### src/rtl/ser_tx_pkg.sv
package ser_tx_pkg;
    localparam int WORD_W_DEF  = 16;
    localparam int SHORT_W_DEF = 12;

    typedef enum logic {
        LEN_LONG  = 1'b0,
        LEN_SHORT = 1'b1
    } len_e;

    // Counter preset that makes the counter wrap after the chosen word length
    function automatic int preset_of(len_e len, int word_w, int short_w);
        return (len == LEN_SHORT) ? (word_w - short_w) : 0;
    endfunction
endpackage

### src/rtl/ser_word_align.sv
module ser_word_align
    import ser_tx_pkg::*;
#(
    parameter int WORD_W  = WORD_W_DEF,
    parameter int SHORT_W = SHORT_W_DEF,
    localparam int CNT_W  = $clog2(WORD_W)
) (
    input  logic [WORD_W-1:0] word_in,
    input  len_e              len,
    output logic [WORD_W-1:0] aligned,
    output logic [CNT_W-1:0]  preset
);
    localparam int PAD = WORD_W - SHORT_W;

    always_comb begin
        if (len == LEN_SHORT) begin
            // shifting left by the pad drops the unused upper bits
            aligned = word_in << PAD;
        end else begin
            aligned = word_in;
        end
        preset = CNT_W'(preset_of(len, WORD_W, SHORT_W));
    end
endmodule

### src/rtl/ser_bit_counter.sv
module ser_bit_counter #(
    parameter int WORD_W = 16,
    localparam int CNT_W = $clog2(WORD_W)
) (
    input  logic             clk,
    input  logic             rst,
    input  logic             take,
    input  logic [CNT_W-1:0] preset,
    output logic [CNT_W-1:0] cnt,
    output logic             busy,
    output logic             load_point
);
    localparam logic [CNT_W-1:0] LAST = '1;

    always_comb load_point = !busy || (cnt == LAST);

    always_ff @(posedge clk) begin
        if (rst) begin
            busy <= 1'b0;
            cnt  <= '0;
        end else if (load_point) begin
            busy <= take;
            cnt  <= preset;
        end else begin
            cnt  <= cnt + 1'b1;
        end
    end
endmodule

### src/rtl/ser_shift_reg.sv
module ser_shift_reg #(
    parameter int WORD_W = 16
) (
    input  logic              clk,
    input  logic              rst,
    input  logic              load,
    input  logic              shift,
    input  logic [WORD_W-1:0] din,
    output logic [WORD_W-1:0] sreg
);
    always_ff @(posedge clk) begin
        if (rst) begin
            sreg <= '0;
        end else if (load) begin
            sreg <= din;
        end else if (shift) begin
            sreg <= {sreg[WORD_W-2:0], 1'b0};
        end
    end
endmodule

### src/rtl/ser_dual_len_tx.sv
module ser_dual_len_tx
    import ser_tx_pkg::*;
#(
    parameter int WORD_W  = WORD_W_DEF,
    parameter int SHORT_W = SHORT_W_DEF
) (
    input  logic              clk,
    input  logic              rst,
    input  logic [WORD_W-1:0] tx_word,
    input  logic              tx_short,
    input  logic              tx_valid,
    output logic              tx_ack,
    output logic              ser_out
);
    localparam int CNT_W = $clog2(WORD_W);

    logic [WORD_W-1:0] aligned;
    logic [CNT_W-1:0]  preset;
    logic [CNT_W-1:0]  cnt;
    logic              busy;
    logic              load_point;
    logic [WORD_W-1:0] sreg;
    logic              take;
    len_e              len;

    always_comb begin
        len  = tx_short ? LEN_SHORT : LEN_LONG;
        take = tx_valid && load_point;
    end

    ser_word_align #(.WORD_W(WORD_W), .SHORT_W(SHORT_W)) u_align (
        .word_in (tx_word),
        .len     (len),
        .aligned (aligned),
        .preset  (preset)
    );

    ser_bit_counter #(.WORD_W(WORD_W)) u_cnt (
        .clk        (clk),
        .rst        (rst),
        .take       (take),
        .preset     (preset),
        .cnt        (cnt),
        .busy       (busy),
        .load_point (load_point)
    );

    ser_shift_reg #(.WORD_W(WORD_W)) u_sreg (
        .clk   (clk),
        .rst   (rst),
        .load  (take),
        .shift (busy),
        .din   (aligned),
        .sreg  (sreg)
    );

    always_comb begin
        tx_ack  = !rst && take;
        ser_out = busy && sreg[WORD_W-1];
    end
endmodule

### config.mk
export PLATFORM = sky130hd
export DESIGN_NAME = ser_dual_len_tx
export DESIGN_NICKNAME = d
export VERILOG_FILES = /design/src/rtl/ser_tx_pkg.sv /design/src/rtl/ser_word_align.sv /design/src/rtl/ser_bit_counter.sv /design/src/rtl/ser_shift_reg.sv /design/src/rtl/ser_dual_len_tx.sv
export SDC_FILE = /design/constraint.sdc
export NUM_CORES = 1
export LEC_CHECK = 0
export BUFFER_PORTS_ARGS = -buffer_cell sky130_fd_sc_hd__buf_2
export CORE_ASPECT_RATIO = 0.8
export CORE_MARGIN = 1
export CORE_UTILIZATION = 55
export DETAILED_ROUTE_END_ITERATION = 16
export MAX_ROUTING_LAYER = met4
export PLACE_DENSITY = 0.78
export SLEW_MARGIN = 20
export SYNTH_ARGS = -nofsm -noshare
export SYNTH_HDL_FRONTEND = slang
export SYNTH_HIERARCHICAL = 1
export SYNTH_SLANG_ARGS = --single-unit
### constraint.sdc
create_clock -name clk -period 2 [get_ports clk]
set_clock_uncertainty 0.1 [all_clocks]
set_input_delay 0 -clock clk [delete_from_list [all_inputs] [get_ports clk]]
set_output_delay 0 -clock clk [all_outputs]
set_load 0.02 [all_outputs]
### Yosys cells after proc, flatten, opt, wreduce, memory -nomap -nowiden

Cells that the tools add are included.

| word-level totals | value |
|---|---|
| memories | 0 |
| logic and storage cells | 18 |
| register bits | 21 |
| ROM bits | 0 |
| bits in writable memories | 0 |
| latch bits | 0 |

| cells by class | value |
|---|---|
| reduce and logical (&&, ||, !) cells | 7 |
| $add $sub $neg | 1 |
| equal/unequal tests | 1 |
| shift-type cells | 0 |
| $lt $le $gt $ge | 0 |
| muxes and demuxes | 6 |
| div/mod/pow operators | 0 |
| bitwise gates (word level) | 0 |
| $mul | 0 |

Operators with widths:

| operator | number |
|---|---|
| 16-bit 2-to-1 mux | 3 |
| 4-bit by 1-bit adder with 4-bit output (second input constant) | 1 |
| 4-bit equality test (second input constant) | 1 |
| 4-bit 2-to-1 mux | 1 |
| 1-bit logical AND | 3 |
| 3-bit 2-to-1 mux | 1 |
| 1-bit logical NOT | 2 |
| 2-bit nonzero test | 1 |
| 1-bit logical OR | 1 |
| 1-bit 2-to-1 mux | 1 |

### Longest topological paths before layout

Gate-level depths: netlist of run 1.

| logic depth | value |
|---|---|
| depth in word-level cells | 4 |
| mapped depth | 8 |

### Modules after synthesis

The synthesis of run 1 kept the hierarchy.

By module, submodules not included:

| module | area each (µm²) | cells an instance | instances | sequential area each (µm²) |
|---|---|---|---|---|
| ser_shift_reg | 764.5 | 71 | 1 | 320.3 |
| ser_word_align | 257.7 | 23 | 1 | 0.0 |
| ser_bit_counter | 245.2 | 26 | 1 | 100.1 |
| ser_dual_len_tx | 21.3 | 3 | 1 | 0.0 |

### Worst setup path before layout of run 1

Ideal clock, no wire load.

| timing | value |
|---|---|
| path kind | reg-to-reg |
| from | register u_cnt.cnt[0] |
| to | register u_sreg.sreg[4] |
| library setup time | 123 ps |
| data arrival time | 1524 ps |
| cell stages (with the launch flop) | 9 |
| required time | 1777 ps |
| setup slack | 253 ps |
| cells stage by stage | dfxtp_1 -> ha_1 -> nand3_2 -> and2_4 -> inv_1 -> and2_1 -> clkbuf_1 -> nor2b_1 -> a211oi_2 |

| between the ends | value |
|---|---|
| word-level cells in the longest chain between the ends | 4 |
| elaborated cells on any way between the ends | 5 |
| classes of those cells | eq/ne (1); mux (1); reduce/logical (3) |

RTL lines:

| element | line | RTL |
|---|---|---|
| start: declaration | ser_bit_counter.sv:9 | `output logic [CNT_W-1:0] cnt,` |
| start signal: assignment | ser_bit_counter.sv:23 | `cnt <= preset;` |
| start signal: assignment | ser_bit_counter.sv:25 | `cnt <= cnt + 1'b1;` |
| 4-bit equality test (*) | ser_bit_counter.sv:15 | `always_comb load_point = !busy \|\| (cnt == LAST);` |
| 1-bit logical OR (*) | ser_bit_counter.sv:15 |  |
| net load_point | ser_dual_len_tx.sv:21 | `logic load_point;` |
| 1-bit logical AND (*) | ser_dual_len_tx.sv:28 | `take = tx_valid && load_point;` |
| net take | ser_dual_len_tx.sv:23 | `logic take;` |
| 16-bit 2-to-1 mux / 2-bit nonzero test (equally long branches) | - |  |
| end signal: assignment | ser_shift_reg.sv:15 | `sreg <= din;` |
| end signal: assignment | ser_shift_reg.sv:17 | `sreg <= {sreg[WORD_W-2:0], 1'b0};` |
| end: declaration | ser_shift_reg.sv:9 | `output logic [WORD_W-1:0] sreg` |

The timed path passes the listed nets; every way through them passes the cells marked *.
A chain may end at the register's enable or synchronous reset.

### Worst setup path after layout of run 1

| timing | value |
|---|---|
| from | register u_cnt.cnt[0] |
| to | register u_sreg.sreg[12] |

The elaborated chain is that of the path after synthesis.

==> qor.yml, run 1 <==
outcome:
  status: "complete, no violations"
cts:
  clock_latency_ps: 300
  cts_tree: "done"
  cts-buffers-inserted: 3
  cts_buffer_depth: 2
  clk_pin_slew_worst_paths_ps: 120
  cts-root-buf: "clkbuf_4"
  cts_max_level: 1
  cts.sinks: 21
place:
  routabilityCongestion: 0.813
  placed_area_um2: 1340
  dp.cells: 161
  portBuffers: 21
  dp_hpwl_um: 1740
logic_synthesis:
  synth_seq_area_share_pct: 32.6
  syn_area_per_cell_um2: 10.5
  synth_top_area_cell: "dfxtp_1"
  synth-edff-count: 0
  synth_adder_area_share_pct: 0.971
  synth_top_family_by_area: "multiplexers"
  netlist_area_um2: 1290
  yosysMostFrequentCell: "dfxtp_1"
  synth_xor_area_share_pct: 1.36
  synth_flop_cell: "dfxtp_1"
  ys_ff_latch: 21
  synth_commonest_cells: "dfxtp_1 (21), mux2i_1 (15), nor2b_1 (15), a211oi_1 (12)"
  post-synth-top-area-fraction_pct: 32.6
  yosys_warnings: 6
  synth_compound_area_share_pct: 14.2
  ys_types: 31
  async_flop_share_pct: 0
  muxShareOfSynthArea_pct: 23.9
  synth_area_leaders: "dfxtp_1 (33%), mux2i_1 (12%), nor2b_1 (7.3%), a211oi_1 (7.0%), mux2_4 (7.0%)"
  synth_cells: 123
  yosys.area_share.simple_pct: 17.4
job:
  drv_cap: 0
die:
  core_area_um2: 2180
  dieArea_um2: 2540
  start_util_pct: 59.2
  num_rows: 15
  io_pins: 22
  die_y_um: 45.3
  die_w_um: 56.1
power_and_ir_drop:
  power.leakage_nw: 0.575
  powerDensity_nw_per_um2: 647
  vdd_drop_max_uv: 497
sta:
  drv_slew: 0
  fmax_mhz: 541
  hold_viol_final: 0
  setup_tns_ps: 0
  final.period_utilization_pct: 92.4
  whs_ps: 19.0
  rsz0062_at_grt: "false"
  fin_crit_ps: 1850
  setup_viol: 0
worst_setup_path:
  crit_type: "reg2reg"
  startpoint_type: "flop"
  cp.arrival_ps: 1960
  endpoint_kind: "flop"
  critPathMaxFanout: 15
  required_ps: 2110
global_routing:
  grt_pass1_wl_um: 3890
  grt_max_degree: 25
  overflow: 0
  antenna_found_initial: 0
  grt_pass1_vias: 861
  grt_usage_pct: 21.1
detailed_routing:
  vias_per_cell: 5.49
  drc: 0
  dr.pass1.iters: 4
  ant_nets: 0
  wl_per_cell_um: 14.2
  routed_wl_um: 2380
  drtIter0Drc: 18
  vias: 916
finish:
  fin_cells: 167
  nets: 164
  nFillCells: 183
  final_cell_area_um2: 1390
  area_delta_synth_final_pct: 8.06
  antenna_cells: 0
  drive_gt1_share_pct: 38.0
  fin_util_pct: 64.0
hold_path:
  worstHoldPathType: "in2reg"
==> report_power, final <==
| group | total, W | switching [W] | internal (W) | leakage [nW] |
|---|---|---|---|---|
| sequential | 0.000480 | 0.0000230 | 0.000457 | 0.174 |
| clock | 0.000203 | 0.000125 | 0.0000777 | 0.0150 |
| combinational | 0.000218 | 0.000103 | 0.000115 | 0.386 |
| total | 0.000901 | 0.000251 | 0.000650 | 0.575 |
==> critical path: stages (launching register included) <==
cell and delay, ps:
dfxtp_1 380, ha_2 220, nand3_2 110, and2_4 200, inv_1 60, and2_4 180
clkinvlp_4 80, buf_4 190, a211oi_1 230
==> worst paths after layout <==
path | start | endpoint | slack, ps | depth (start not counted)
max | u_cnt/cnt[0] | u_sreg/sreg[12] | 150 | 8
min reg2reg | u_sreg/sreg[3] | u_sreg/sreg[3] | 480 | 2
min | rst | u_cnt/busy | 20 | 2
max reg2reg | u_cnt/cnt[0] | u_sreg/sreg[12] | 150 | 8
==> cell usage in the layout (no fill, tap or decap), types with 2 or more instances in the layout <==
cell type  instances
buf_2             21
o21ai_0            2
dfxtp_1           21
a211oi_2           5
nand3_1            2
buf_4              3
xor2_1             2
and2b_2            4
clkbuf_4           3
mux2_2             6
conb_1             3
mux2i_1           15
mux2_4             6
nand2b_1           2
and2_4             2
nor2_1             3
nor2b_1           15
a211oi_1          11
a21oi_1            3
==> stage by stage <==
stage / power [W] / setup slack, ps
global placement: 0.000691 / 133
floorplan: 0.000663 / 253
global route: 0.000958 / 32.7
finish: 0.000901 / 152
detailed placement: 0.000698 / 52.4
CTS: 0.000894 / 30.3
==> registers in the layout (all words and copies together) (netlist names) <==
signal and cells:
u_cnt/busy 1, u_sreg/sreg 16, u_cnt/cnt 4
==> repair_timing <==
action | in CTS | in global routing
resized for setup | 0 | 5
setup buffers | 0 | 1
hold buffers | 0 | 1
hold endpoints to repair | 0 | 1
endpoints found under the setup margin | 0 | 15
==> routing by layer <==
metal / share of wire, % / track usage, %
met1: 47 / 26.7
met3: 3.7 / 6.02
met2: 48 / 32.9
met4: 0.80 / 7.32
met5: 0 / -
==> final cells by class <==
cell class / instances / area [µm²] / area share (%)
inverters: 2 / 11.3 / 0.809
repair buffers: 25 / 138 / 9.88
flip-flops and latches: 21 / 420 / 30.2
clock buffers: 4 / 26.3 / 1.89
multi-input cells: 90 / 766 / 55.0
well taps: 25 / 31.3 / 2.25
==> cell families (layout without fill, tap and decap cells) <==
kind of cell,count (synthesis),after routing
buf+inv,14,31
mux,27,27
xor+xnor,2,2
compound gates,23,23
simple gates,34,34
flops,21,21
other cells,1,3
fa+ha+maj,1,1
Note: power is estimated with default switching activity, not from simulation.
==> inputs of run 2 (changes only) <==
Settings changed: ABC_CLOCK_PERIOD_IN_PS from default to 2000, CELL_PAD_IN_SITES_DETAIL_PLACEMENT from default to 2, CELL_PAD_IN_SITES_GLOBAL_PLACEMENT from default to 2, CORE_UTILIZATION 55 to 35, PLACE_DENSITY 0.78 to default, PLACE_DENSITY_LB_ADDON from default to 0.1.
==> run 2 against run 1 <==
Net effect:
- die area up 55%
- power up 10%
- non-clock buffer count is 1 higher
- register-to-register slack worse by 30 ps
- global-route usage decreased by 3.4 points
- count of clock-buffer cells in the layout unchanged
- fmax down 1.4%
- via count is 2.9% higher
- first-iteration DRC count grew 67%
- final cell count increased by 11%
- critical endpoint is now u_sreg/sreg[14]
- highest routed layer unchanged
==> qor.yml, run 2 (synthesis results as in run 1) <==
outcome:
  status: "complete, no violations"
finish:
  largestRegisters: "u_sreg/sreg (16), u_cnt/cnt (4), u_cnt/busy (1)"
  regMostFlops: "u_sreg/sreg"
  nets: 165  # +0.61%
  antenna_cells: 0  # unchanged
  nFillCells: 382  # +110%
  largest_reg_flops: 16  # unchanged
  drive_gt1_share_pct: 38.5  # +0.43 points
  fin_cells: 185  # +11%
  area_delta_synth_final_pct: 12.1
  most-common-layout-cells: "buf_2 (21), dfxtp_1 (21), mux2i_1 (15), nor2b_1 (15), a211oi_1 (12)"
sta:
  rsz0062_at_grt: "false"
  final.period_utilization_pct: 93.8  # +1.4 points
  setup_viol: 0  # unchanged
  hold_viol_final: 0  # unchanged
  fin_crit_ps: 1880  # +27.1 ps
  tightest_slew_ps: 503
  max-slew-margin-rel_pct: 66.5
  drv_slew: 0  # unchanged
  fmax_mhz: 533  # -1.4%
hold_path:
  min_from: "tx_word[0]"
  worstHoldPathType: "in2reg"
  hold_end: "u_sreg/sreg[0]"
  holdPathStages: 4  # +2
die:
  core_area_um2: 3470  # +59%
  num_rows: 19  # +4
  dieArea_um2: 3930  # +55%
  io_pins: 22  # unchanged
  die_w_um: 69.8  # +24%
  start_util_pct: 37.1  # -22 points
  die_y_um: 56.3  # +24%
power_and_ir_drop:
  vdd_drop_max_uv: 297  # -40%
  powerDensity_nw_per_um2: 687  # +6.3%
  power.leakage_nw: 0.593  # +3.0%
  fin_total_pwr_w: 0.000993  # +10%
cts:
  postCtsHoldBufs: 0  # unchanged
  cts_buffer_depth: 2  # unchanged
  cts-buffers-inserted: 3  # unchanged
  cts-root-buf: "clkbuf_8"
  cts_max_level: 1  # unchanged
  clk_pin_slew_worst_paths_ps: 80  # -40 ps
  cts.sinks: 21  # unchanged
  cts_tree: "done"
  clock_latency_ps: 260  # -40 ps
global_routing:
  antenna_found_initial: 0  # unchanged
  grt_pass1_wl_um: 5250  # +35%
  grt_pass1_vias: 1030  # +20%
  grt_usage_pct: 17.7  # -3.4 points
  grt_max_degree: 25  # unchanged
  overflow: 0  # unchanged
detailed_routing:
  ant_nets: 0  # unchanged
  drtIter0Drc: 30  # +12
  vias_per_cell: 5.10  # -7.1%
  routed_wl_um: 3120  # +31%
  dr.pass1.iters: 4  # unchanged
  vias: 943  # +2.9%
  drc: 0  # unchanged
  wl_per_cell_um: 16.9  # +19%
worst_setup_path:
  startpoint_type: "flop"
  crit_type: "reg2reg"
  cp.arrival_ps: 1940  # -20 ps
  worst_r2r_path_depth: 8  # unchanged
  rrSetupSlack_ps: 120  # -30 ps
  rr_endpoint: "u_sreg/sreg[14]"
  critPathMaxFanout: 13  # -2
  required_ps: 2060  # -50 ps
  timing.rr.start: "u_cnt/cnt[0]"
  endpoint_kind: "flop"
job:
  drv_cap: 0  # unchanged
place:
  portBuffers: 21  # unchanged
  dp_hpwl_um: 2250  # +30%
  dp.cells: 179  # +11%
  routabilityCongestion: 0.702  # -14%
[run 2: changes by cell type in the layout (fill, tap and decap cells not counted)]
cell / before / now
a211oi_2: 5 / 4
clkbuf_4: 3 / 0
clkbuf_8: 0 / 3
a211oi_1: 11 / 12
buf_12: 0 / 1
buf_4: 3 / 4
dlygate4sd3_1: 1 / 0
[run 2: cell type report]
type	instances	area [µm²]	share of cell area (%)
tap	42	52.6	3.64
inverter	2	11.3	0.779
clock buffer	4	45.0	3.12
sequential	21	420	29.1
multi-input combinational	90	761	52.6
timing repair buffer	26	155	10.7
[run 2: timing repair]
action,4_1_cts,5_1_grt
buffers inserted,2,0
gates resized for setup,2,2
endpoints found under the setup margin,3,11
[run 2: stage by stage]
stage | worst slack [ps] | cell area (µm²) | hold WS [ps] | setup TNS (ps) | utilization (%)
floorplan | 253 | 1300 | -35.4 | 0 | -
CTS | 78.1 | 1440 | 56.8 | 0 | 41.5
global route | 4.81 | 1450 | 106 | 0 | 41.6
global placement | 118 | 1360 | 290 | 0 | 39.3
finish | 125 | 1450 | 50.7 | 0 | 41.6
detailed placement | -23.5 | 1360 | 285 | -23.5 | 39.3
[run 2: worst max path at each step]
stage	from	endpoint	slack [ps]	depth (start not counted)
finish	u_cnt/cnt[0]	u_sreg/sreg[14]	120	8
global route	u_cnt/cnt[0]	u_sreg/sreg[15]	5	8
CTS	u_cnt/cnt[0]	u_sreg/sreg[14]	80	8
detailed placement	u_cnt/cnt[0]	u_sreg/sreg[15]	-20	7
global placement	u_cnt/cnt[0]	u_sreg/sreg[15]	120	7
floorplan	u_cnt/cnt[0]	u_sreg/sreg[4]	250	8
[run 2: power breakdown]
group	internal (W)	total, W	switching (W)
clock	0.000142	0.000277	0.000136
combinational	0.000121	0.000233	0.000112
sequential	0.000457	0.000483	0.0000258
total	0.000720	0.000993	0.000273
[run 2: layer usage]
layer / GRT usage, % / routed length (µm) / up-vias
met4: 2.57 / 14 / 0
li1: - / - / 466
met2: 26.6 / 1380 / 13
met3: 3.77 / 69 / 2
met5: - / 0 / -
met1: 25.0 / 1660 / 462
[run 2: critical path, stage by stage (launching register included)]
cell and delay, ps:
dfxtp_1 380, ha_2 230, nand3_2 120, and2_4 200, inv_1 70, and2_4 180
clkinvlp_4 120, buf_12 160, a211oi_1 230
